[src/rtl/phy_rst_pkg.sv]
package phy_rst_pkg;
  localparam int REG_AW = 5;
  localparam int REG_DW = 16;

  localparam logic [REG_AW-1:0] ADDR_CTRL  = 5'd0;
  localparam logic [REG_AW-1:0] ADDR_STRAP = 5'd1;
  localparam logic [REG_AW-1:0] ADDR_CFG   = 5'd2;

  localparam int BIT_SWRST  = 15;
  localparam int BIT_SPEED  = 13;
  localparam int BIT_ANEG   = 12;
  localparam int BIT_DUPLEX = 8;

  // Overlay the strap-selected fields on a control value (bits 14:0).
  function automatic logic [REG_DW-2:0] ctrl_with_straps(
      input logic [REG_DW-2:0] cur, input logic [2:0] s);
    logic [REG_DW-2:0] v;
    v = cur;
    v[BIT_SPEED]  = s[0];
    v[BIT_ANEG]   = s[1];
    v[BIT_DUPLEX] = s[2];
    return v;
  endfunction

  // Last count value of a software reset window of len cycles.
  function automatic int unsigned swrst_last(input int unsigned len);
    return len - 1;
  endfunction
endpackage

[src/rtl/phy_rst_sync.sv]
module phy_rst_sync #(
  parameter int STAGES = 2
) (
  input  logic clk,
  input  logic arst_n,
  output logic rst_n_o
);
  logic [STAGES-1:0] chain_q;

  generate
    for (genvar i = 0; i < STAGES; i++) begin : g_stage
      always_ff @(posedge clk or negedge arst_n) begin
        if (!arst_n) chain_q[i] <= 1'b0;
        else if (i == 0) chain_q[i] <= 1'b1;
        else chain_q[i] <= chain_q[(i > 0) ? i-1 : 0];
      end
    end
  endgenerate

  assign rst_n_o = chain_q[STAGES-1];


  sync_assert_chk: assert property (@(posedge clk) !arst_n |-> !rst_n_o);
endmodule

[src/rtl/phy_strap_latch.sv]
module phy_strap_latch #(
  parameter int STRAP_W = 5
) (
  input  logic               clk,
  input  logic               rst_sync_n,
  input  logic [STRAP_W-1:0] strap_i,
  output logic [STRAP_W-1:0] strap_q,
  output logic               strap_apply,
  output logic               hw_done
);
  // Follows the pins while held; the edge that releases reset keeps the last sample.
  always_ff @(posedge clk) begin
    if (!rst_sync_n) strap_q <= strap_i;
  end

  always_ff @(posedge clk or negedge rst_sync_n) begin
    if (!rst_sync_n) hw_done <= 1'b0;
    else hw_done <= 1'b1;
  end

  assign strap_apply = rst_sync_n && !hw_done;


  strap_hold_chk: assert property (@(posedge clk) disable iff (!rst_sync_n)
    hw_done |=> $stable(strap_q));
endmodule

[src/rtl/phy_swrst_seq.sv]
module phy_swrst_seq #(
  parameter int LEN = 16
) (
  input  logic clk,
  input  logic rst_n,
  input  logic start_req,
  output logic active_o
);
  localparam int CNT_W = (LEN > 2) ? $clog2(LEN) : 1;
  localparam logic [CNT_W-1:0] LAST = CNT_W'(phy_rst_pkg::swrst_last(LEN));

  logic [CNT_W-1:0] cnt_q;
  logic             at_end;

  assign at_end = (cnt_q == LAST);

  always_ff @(posedge clk or negedge rst_n) begin
    if (!rst_n) begin
      active_o <= 1'b0;
      cnt_q    <= '0;
    end else if (!active_o) begin
      if (start_req) begin
        active_o <= 1'b1;
        cnt_q    <= '0;
      end
    end else if (at_end) begin
      active_o <= 1'b0;
    end else begin
      cnt_q <= cnt_q + 1'b1;
    end
  end


  swrst_run_chk: assert property (@(posedge clk) disable iff (!rst_n)
    active_o && !at_end |=> active_o);

  swrst_stop_chk: assert property (@(posedge clk) disable iff (!rst_n)
    active_o && at_end |=> !active_o);

  no_restart_chk: assert property (@(posedge clk) disable iff (!rst_n)
    active_o && start_req && !at_end |=> cnt_q == CNT_W'($past(cnt_q) + 1'b1));
endmodule

[src/rtl/phy_mgmt_regs.sv]
module phy_mgmt_regs #(
  parameter int          STRAP_W     = 5,
  parameter logic [15:0] CFG_DEFAULT = 16'h00A5
) (
  input  logic               clk,
  input  logic               rst_n,
  input  logic               hw_done,
  input  logic               strap_apply,
  input  logic [STRAP_W-1:0] strap_q,
  input  logic               we,
  input  logic [4:0]         addr,
  input  logic [15:0]        wdata,
  input  logic               swrst_active,
  output logic               swrst_req,
  output logic [15:0]        rdata
);
  import phy_rst_pkg::*;

  logic [REG_DW-2:0] ctrl_q;
  logic [REG_DW-1:0] cfg_q;
  logic              wr_ctrl, wr_cfg;

  assign wr_ctrl   = hw_done && we && (addr == ADDR_CTRL);
  assign wr_cfg    = hw_done && we && (addr == ADDR_CFG);
  assign swrst_req = wr_ctrl && wdata[BIT_SWRST];

  always_ff @(posedge clk or negedge rst_n) begin
    if (!rst_n) begin
      ctrl_q <= '0;
      cfg_q  <= CFG_DEFAULT;
    end else begin
      if (strap_apply) ctrl_q <= ctrl_with_straps(ctrl_q, strap_q[2:0]);
      else if (wr_ctrl) ctrl_q <= wdata[REG_DW-2:0];
      if (wr_cfg) cfg_q <= wdata;
    end
  end

  always_comb begin
    rdata = '0;
    case (addr)
      ADDR_CTRL:  rdata = {swrst_active, ctrl_q};
      ADDR_STRAP: rdata = REG_DW'(strap_q);
      ADDR_CFG:   rdata = cfg_q;
      default:    rdata = '0;
    endcase
  end


  cfg_keep_chk: assert property (@(posedge clk) disable iff (!rst_n)
    swrst_active && !wr_cfg |=> $stable(cfg_q));

  ctrl_keep_chk: assert property (@(posedge clk) disable iff (!rst_n)
    swrst_active && !wr_ctrl |=> $stable(ctrl_q));
endmodule

[src/rtl/phy_rst_strap_ctrl.sv]
module phy_rst_strap_ctrl #(
  parameter int          STRAP_W      = 5,
  parameter int          SWRST_CYCLES = 16,
  parameter int          SYNC_STAGES  = 2,
  parameter logic [15:0] CFG_DEFAULT  = 16'h00A5
) (
  input  logic               clk,
  input  logic               hw_rst_n,
  input  logic [STRAP_W-1:0] strap_i,
  input  logic               mgmt_we,
  input  logic [4:0]         mgmt_addr,
  input  logic [15:0]        mgmt_wdata,
  output logic [15:0]        mgmt_rdata,
  output logic               dp_rst_o,
  output logic               buf_rst_o,
  output logic               strap_oe_o
);
  logic               rst_sync_n;
  logic [STRAP_W-1:0] strap_q;
  logic               strap_apply;
  logic               hw_done;
  logic               swrst_req;
  logic               swrst_active;

  phy_rst_sync #(.STAGES(SYNC_STAGES)) u_sync (
    .clk(clk), .arst_n(hw_rst_n), .rst_n_o(rst_sync_n));

  phy_strap_latch #(.STRAP_W(STRAP_W)) u_strap (
    .clk(clk), .rst_sync_n(rst_sync_n), .strap_i(strap_i),
    .strap_q(strap_q), .strap_apply(strap_apply), .hw_done(hw_done));

  phy_mgmt_regs #(.STRAP_W(STRAP_W), .CFG_DEFAULT(CFG_DEFAULT)) u_regs (
    .clk(clk), .rst_n(rst_sync_n), .hw_done(hw_done),
    .strap_apply(strap_apply), .strap_q(strap_q),
    .we(mgmt_we), .addr(mgmt_addr), .wdata(mgmt_wdata),
    .swrst_active(swrst_active), .swrst_req(swrst_req), .rdata(mgmt_rdata));

  phy_swrst_seq #(.LEN(SWRST_CYCLES)) u_seq (
    .clk(clk), .rst_n(rst_sync_n), .start_req(swrst_req),
    .active_o(swrst_active));

  assign dp_rst_o   = !hw_done || swrst_active;
  assign buf_rst_o  = !hw_done;
  assign strap_oe_o = hw_done;


  swrst_scope_chk: assert property (@(posedge clk) disable iff (!rst_sync_n)
    swrst_active |-> !buf_rst_o && strap_oe_o && dp_rst_o);

  hw_outputs_chk: assert property (@(posedge clk)
    !rst_sync_n |-> dp_rst_o && buf_rst_o && !strap_oe_o);
endmodule

[config.mk]
export PLATFORM = sky130hd
export DESIGN_NAME = phy_rst_strap_ctrl
export DESIGN_NICKNAME = d
export VERILOG_FILES = /design/src/rtl/phy_rst_pkg.sv /design/src/rtl/phy_rst_sync.sv /design/src/rtl/phy_strap_latch.sv /design/src/rtl/phy_swrst_seq.sv /design/src/rtl/phy_mgmt_regs.sv /design/src/rtl/phy_rst_strap_ctrl.sv
export SDC_FILE = /design/constraint.sdc
export NUM_CORES = 1
export LEC_CHECK = 0
export BUFFER_PORTS_ARGS = -buffer_cell sky130_fd_sc_hd__buf_2
export CAP_MARGIN = 20
export CORE_UTILIZATION = 44
export DETAILED_ROUTE_END_ITERATION = 7
export GPL_ROUTABILITY_DRIVEN = 0
export PLACE_DENSITY_LB_ADDON = 0.3
export SLEW_MARGIN = 25
export SYNTH_ARGS = -nofsm -noshare
export SYNTH_HDL_FRONTEND = slang
export SYNTH_HIERARCHICAL = 1
export SYNTH_SLANG_ARGS = --single-unit
[constraint.sdc]
create_clock -name clk -period 1.99 [get_ports clk]
set_input_delay 0.398 -clock clk [delete_from_list [all_inputs] [get_ports clk]]
set_output_delay 0.398 -clock clk [all_outputs]
set_load 0.05 [all_outputs]
# [Word-level counts from Yosys, hierarchy flattened]
# Index checks and enable logic that the tools add are counted.
[totals] word_cells=36 input_bits=29 output_inout_bits=19 regBits=44
[op_classes] n_addsub=1 n_eq_ne=4 n_mux=9 n_bitwise=1 reduce_logical=12
[op_table] operator="16-bit case mux with 3 select lines" n=1
[op_table] operator="14-bit two-way mux" n=2
[op_table] operator="4-bit two-way mux" n=3
[op_table] operator="5-bit by 1-bit == test with 1-bit output, second input constant" n=1
[op_table] operator="5-bit by 2-bit == test with 1-bit output, second input constant" n=1
[op_table] operator="1-bit logical AND" n=5
[op_table] operator="5-bit zero test" n=1
[op_table] operator="4-bit by 1-bit adder with 4-bit output, second input constant" n=1
[op_table] operator="4-bit == test, second input constant" n=1
[op_table] operator="2-bit AND reduction" n=2
[op_table] operator="2-bit nonzero test" n=2
[op_table] operator="1-bit two-way mux" n=3
[op_table] operator="2-bit != test, second input constant" n=1
[op_table] operator="1-bit zero test" n=1
[op_table] operator="1-bit logical OR" n=1
[op_table] operator="1-bit NOT" n=1

# [Depth between registers and ports, before layout]
[logic_depth] word_depth=5 mapped_depth=5 ltp_nobuf=5

# [Modules after synthesis]
# The synthesis kept the hierarchy.
[by_module_without_submodules] module="phy_mgmt_regs" seq_area_each_um2=780.7 instances=1 area_each_um2=1493.9 cells_each=110
[by_module_without_submodules] module="phy_swrst_seq" seq_area_each_um2=125.1 instances=1 area_each_um2=259.0 cells_each=28
[by_module_without_submodules] module="phy_strap_latch" seq_area_each_um2=175.2 instances=1 area_each_um2=196.4 cells_each=9
[by_module_without_submodules] module="phy_rst_sync" seq_area_each_um2=50.0 instances=1 area_each_um2=53.8 cells_each=3
[by_module_without_submodules] module="phy_rst_strap_ctrl" seq_area_each_um2=0.0 instances=1 area_each_um2=10.0 cells_each=2

# [Least setup slack after synthesis]
# Ideal clock, no wire load.
[synth_timing] path_type="input -> output" from="input port mgmt_addr[0]" to="output port mgmt_rdata[10]" setup_slack_ns=-0.242 n_path_buf=1 required_time_ns=1.592 arrival_time_ns=1.834 cell_stages=4 path_cell_list="or4_4 nor2_2 buf_2 a22o_1"
[synth_between] elab_chain_len=2 word_cells_on_any_way=4 cone_classes="eq/ne: 2; mux: 1; reduce/logical: 1"
[synth_rtl] item="from (decl)" line_no="phy_rst_strap_ctrl.sv:11" text="input logic [4:0] mgmt_addr,"
[synth_rtl] item="5-bit by 2-bit == test with 1-bit output, or another cell as far along" line_no="phy_mgmt_regs.sv:40" text="case (addr)"
[synth_rtl] item="16-bit case mux with 3 select lines (*)" line_no="phy_mgmt_regs.sv:40"
[synth_rtl] item="to (decl)" line_no="phy_rst_strap_ctrl.sv:13" text="output logic [15:0] mgmt_rdata,"
# Mark *: on every way between the ends. The rest lies on a longest branch, timed or not.

# [Worst setup path after layout]
[layout_timing] from="input port mgmt_addr[2]" to="output port mgmt_rdata[2]"
# The elaborated chain is that of the path after synthesis.

==> results.md <==
- The cell sitting at the root of the clock tree is a sky130_fd_sc_hd__clkbuf_8.
- Yosys printed 6 warnings.
- The endpoint class of the critical path is an output pin.
- In this run the number of H-tree levels came out at 2.
- The number of search-and-repair iterations in the first detailed-routing pass is 4.
- The final reports fail on setup timing.
- The number of nets at the end of the flow is 244.
- The total vias in the final route is 1,462.
- After the first detailed-routing iteration, the DRC count stood at 68.
- The starting density of the core is 0.459.
- The reported leakage power is 1.34 nW.
- The netlist uses 36 different library cells.
- After synthesis the netlist holds a flip-flop and latch count of 44.
- The clock arrives with 0.0114 ns of skew.
- The top cell types in the final layout, fill and taps aside, are 34 x sky130_fd_sc_hd__dfrtp_1, 29 x sky130_fd_sc_hd__buf_2, 28 x sky130_fd_sc_hd__mux2_2.
- The required arrival time at the worst endpoint is 1.59 ns.
- In this run the critical register-to-register path is captured at u_regs/ctrl_q[1]$_DFFE_PN0P_.
- Port buffering added 47 buffers.
- Of the total synthesized cell area, the portion taken by full adders, half adders and majority gates is 0.00622.
- The global-route total usage across every layer is 0.197.
- The via density per instance is 5.48.
- The cell that appears most often on the critical path is sky130_fd_sc_hd__buf_8.
- The number of max-capacitance violations reported is 0.
- The first-pass GRT wire length is 7420 um.
- The number of antenna violations at the first check in global routing is 0.
- Once detailed placement completed, the half-perimeter wirelength came to 3210 um.
- The number of instances on the worst hold path is 1.
- Of the post-synthesis cell area, the part taken by muxes is 0.157.
- The synthesized instance count is 152.
- The core box area is 4380 um2.
- The clock-pin slew of the registers on the worst-case setup and hold paths is 0.07 ns.
- The placed instances occupy a cell area of 2490 um2.
- The clock passes through at most 2 buffers.
- Clock latency on the worst-skew pair, taken at its later pin, is 0.30 ns.
- The largest net degree at the start of global routing is 39.
- Counting I/O delays and the setup requirement, the final critical path takes 2.04 ns.
- Setup repair after global routing could not meet its margin everywhere.
- The element type at the critical path start is a primary input.
- The area growth from synthesis to layout is 38.6%.
- The total overflow left after global routing is 0.
- When the netlist entered floorplanning its net count stood at 182.
- The average instance area after synthesis is 13.2 um2.
- After detailed routing, the number of remaining DRC violations is 0.
- The least setup slack across all paths after layout is -0.0477 ns.
- The number of global-route vias before repair is 1,521.
- The main combinational cell family by area after synthesis is multiplexers.
- The number of routed nets with antenna violations is 0.
- VDD sags by at most 0.470 mV.
- The worst register-to-register path has a setup slack of 0.30 ns.
- The number of clock buffers added by TritonCTS is 5.
- The xor and xnor area share after synthesis is 0.00435.
- The row count is 24.
- The height of the die is 69.6 um.
- The final hold slack is 0.281 ns.
- Based on the critical path, the design can be clocked at up to 491 MHz.
- The die is 69.6 um wide.
- Setup violations remaining at the end of the flow were counted as 15.
- The maximum cell stage delay along the critical path is 0.54 ns.
- The beginning of the worst hold path is strap_i[3].
- For this design, the sink count on the clock tree is 44.
- The startpoint identified for the worst register-to-register timing path is u_strap/hw_done$_DFF_PN0_.
- For this design the ratio of total power to cell area is 755 nW/um2.
- Data on the critical path arrives at its endpoint at 1.64 ns.
- 0 antenna diodes ended up in the layout.
- The count of endpoints failing hold in the final timing report is 0.
- The number of max-slew violations in the final report is 0.
- Traced cell by cell, the critical path runs through buf_8 -> or4_4 -> nor2_4 -> buf_6 -> a221o_2 -> buf_8.
- The portion of the clock cycle consumed by the worst path in the final layout is 1.02.
- The worst-case reg-to-reg path depth is 4.
- The run finished, with violations left.
- The maximum fanout encountered on the critical timing path is 5.
- Of the total synthesized cell area, the portion taken by AND, OR, NAND and NOR gates is 0.126.
- The power consumption is 2.11 mW.
- The post-route cell area is 2790 um2.
- On the critical path, the stage with the largest delay is an instance of sky130_fd_sc_hd__or4_4.
- The sink of the worst hold path is u_strap/strap_q[3]$_DFFE_PN_.
- The TritonCTS clock tree is built.
- The complex-gate fraction of the synthesized area is 0.116.
- In the final routed layout, each cell accounts on average for 16.7 um.
- The share of the Yosys chip area taken by registers is 0.562.
- The fraction of layout cells with a size suffix above 1 is 0.572.
- For this design the top-level I/O count stands at 48.
- The area of the mapped netlist is 2010 um2.
- The main flop type after synthesis is sky130_fd_sc_hd__dfrtp_1.
- The timing startpoint of the critical path is mgmt_addr[2].
- The die covers 4850 um2.
- The count of flip-flops with a built-in enable after synthesis is 5.
- The filler cells instantiated in the layout total 321.
- Leaving out fill and tap cells, the most frequent cell in the layout is sky130_fd_sc_hd__dfrtp_1.
- The kind of path behind the tightest hold check is primary input to flip-flop.
- The wire length after detailed routing is 4460 um.
- After synthesis, the share of flip-flops with an asynchronous set or reset is 0.886.
- The worst setup path is of the primary input to output pin kind.
-- critical path: cells and delay by family --
kind	cells	cell delay, ns
AND/OR/NAND/NOR	2	0.70
AO/OA/AOI/OAI	1	0.16
buffers and inverters	3	0.37
-- state kept, by name, indices dropped and copies added (netlist names) --
signal / count
u_seq/cnt_q: 4
u_seq/active_o: 1
u_sync/chain_q: 1
u_regs/cfg_q: 16
u_strap/hw_done: 1
u_sync/rst_n_o: 1
u_strap/strap_q: 5
u_regs/ctrl_q: 15
-- timing repair --
action | in CTS | in global routing
endpoints found under the setup margin | 16 | 16
buffers inserted | 1 | 0
resized for setup | 51 | 2
pin swaps | 4 | 2
hold buffers | 1 | 0
endpoints found under the hold margin | 2 | 0
-- power by group --
part / total, mW / switching, mW / internal, mW
Sequential: 1.12 / 0.0961 / 1.03
Combinational: 0.322 / 0.161 / 0.162
Clock: 0.659 / 0.287 / 0.372
Total: 2.11 / 0.543 / 1.56
-- layer usage --
layer,share of wire,wire (um),vias up,track usage
met5,0,0,-,0
met4,0.0096,43,0,0.0600
met3,0.037,167,6,0.0480
met2,0.53,2360,33,0.335
met1,0.42,1890,727,0.248
li1,-,-,696,-
-- synthesized netlist by cell type, types with 2 or more instances --
| library cell | n | share of area |
|---|---|---|
| sky130_fd_sc_hd__dfstp_2 | 4 | 0.052 |
| sky130_fd_sc_hd__a221o_1 | 5 | 0.025 |
| sky130_fd_sc_hd__nand3_1 | 2 | 0.0050 |
| sky130_fd_sc_hd__dfrtp_1 | 35 | 0.44 |
| sky130_fd_sc_hd__and4b_1 | 3 | 0.015 |
| sky130_fd_sc_hd__buf_2 | 4 | 0.0099 |
| sky130_fd_sc_hd__nor2b_1 | 3 | 0.0093 |
| sky130_fd_sc_hd__inv_1 | 4 | 0.0075 |
| sky130_fd_sc_hd__nand2_1 | 4 | 0.0075 |
| sky130_fd_sc_hd__edfxtp_1 | 5 | 0.075 |
| sky130_fd_sc_hd__mux2_2 | 28 | 0.16 |
| sky130_fd_sc_hd__o21ai_0 | 5 | 0.012 |
| sky130_fd_sc_hd__nor3_1 | 3 | 0.0075 |
| sky130_fd_sc_hd__a22o_1 | 12 | 0.052 |
| sky130_fd_sc_hd__and3_1 | 5 | 0.016 |
| sky130_fd_sc_hd__conb_1 | 2 | 0.0037 |
| sky130_fd_sc_hd__a21oi_1 | 8 | 0.020 |
| sky130_fd_sc_hd__nor2_1 | 2 | 0.0037 |
-- layout make-up --
class                           instances  area [um2]  area share
Tap cell                               52        65.1      0.0233
Sequential cell                        44        1130       0.406
Inverter                                4        15.0     0.00538
Clock buffer                            6        72.6      0.0260
Timing Repair Buffer                   61         537       0.192
Multi-Input combinational cell         98         933       0.335
Clock inverter                          2        35.0      0.0126
-- how the worst max path moves through the flow --
stage,endpoint,slack [ns],depth (start not counted)
6_report,mgmt_rdata[2],-0.05,6
5_1_grt,mgmt_rdata[4],-0.07,6
4_1_cts,mgmt_rdata[2],-0.07,6
2_1_floorplan,mgmt_rdata[8],0.01,3
3_3_place_gp,mgmt_rdata[12],-0.16,6
3_5_place_dp,mgmt_rdata[13],-0.18,6
-- metrics by stage --
step                      std cells  worst slack (ns)  utilization  TNS, ns
after floorplan                 152            0.0120            -        0
after global placement          257            -0.160        0.569    -3.20
after detailed placement        257            -0.176        0.569    -3.63
after CTS                       267           -0.0695        0.636   -0.813
after global routing            267           -0.0674        0.636   -0.818
final                           267           -0.0477        0.636   -0.455
-- logic make-up after synthesis --
kind of cell / Yosys count
xor+xnor: 1
other cells: 2
compound gates: 32
buf+inv: 10
fa+ha+maj: 1
simple gates: 34
mux: 28
flops: 44
Note: power is estimated with default switching activity, not from simulation.
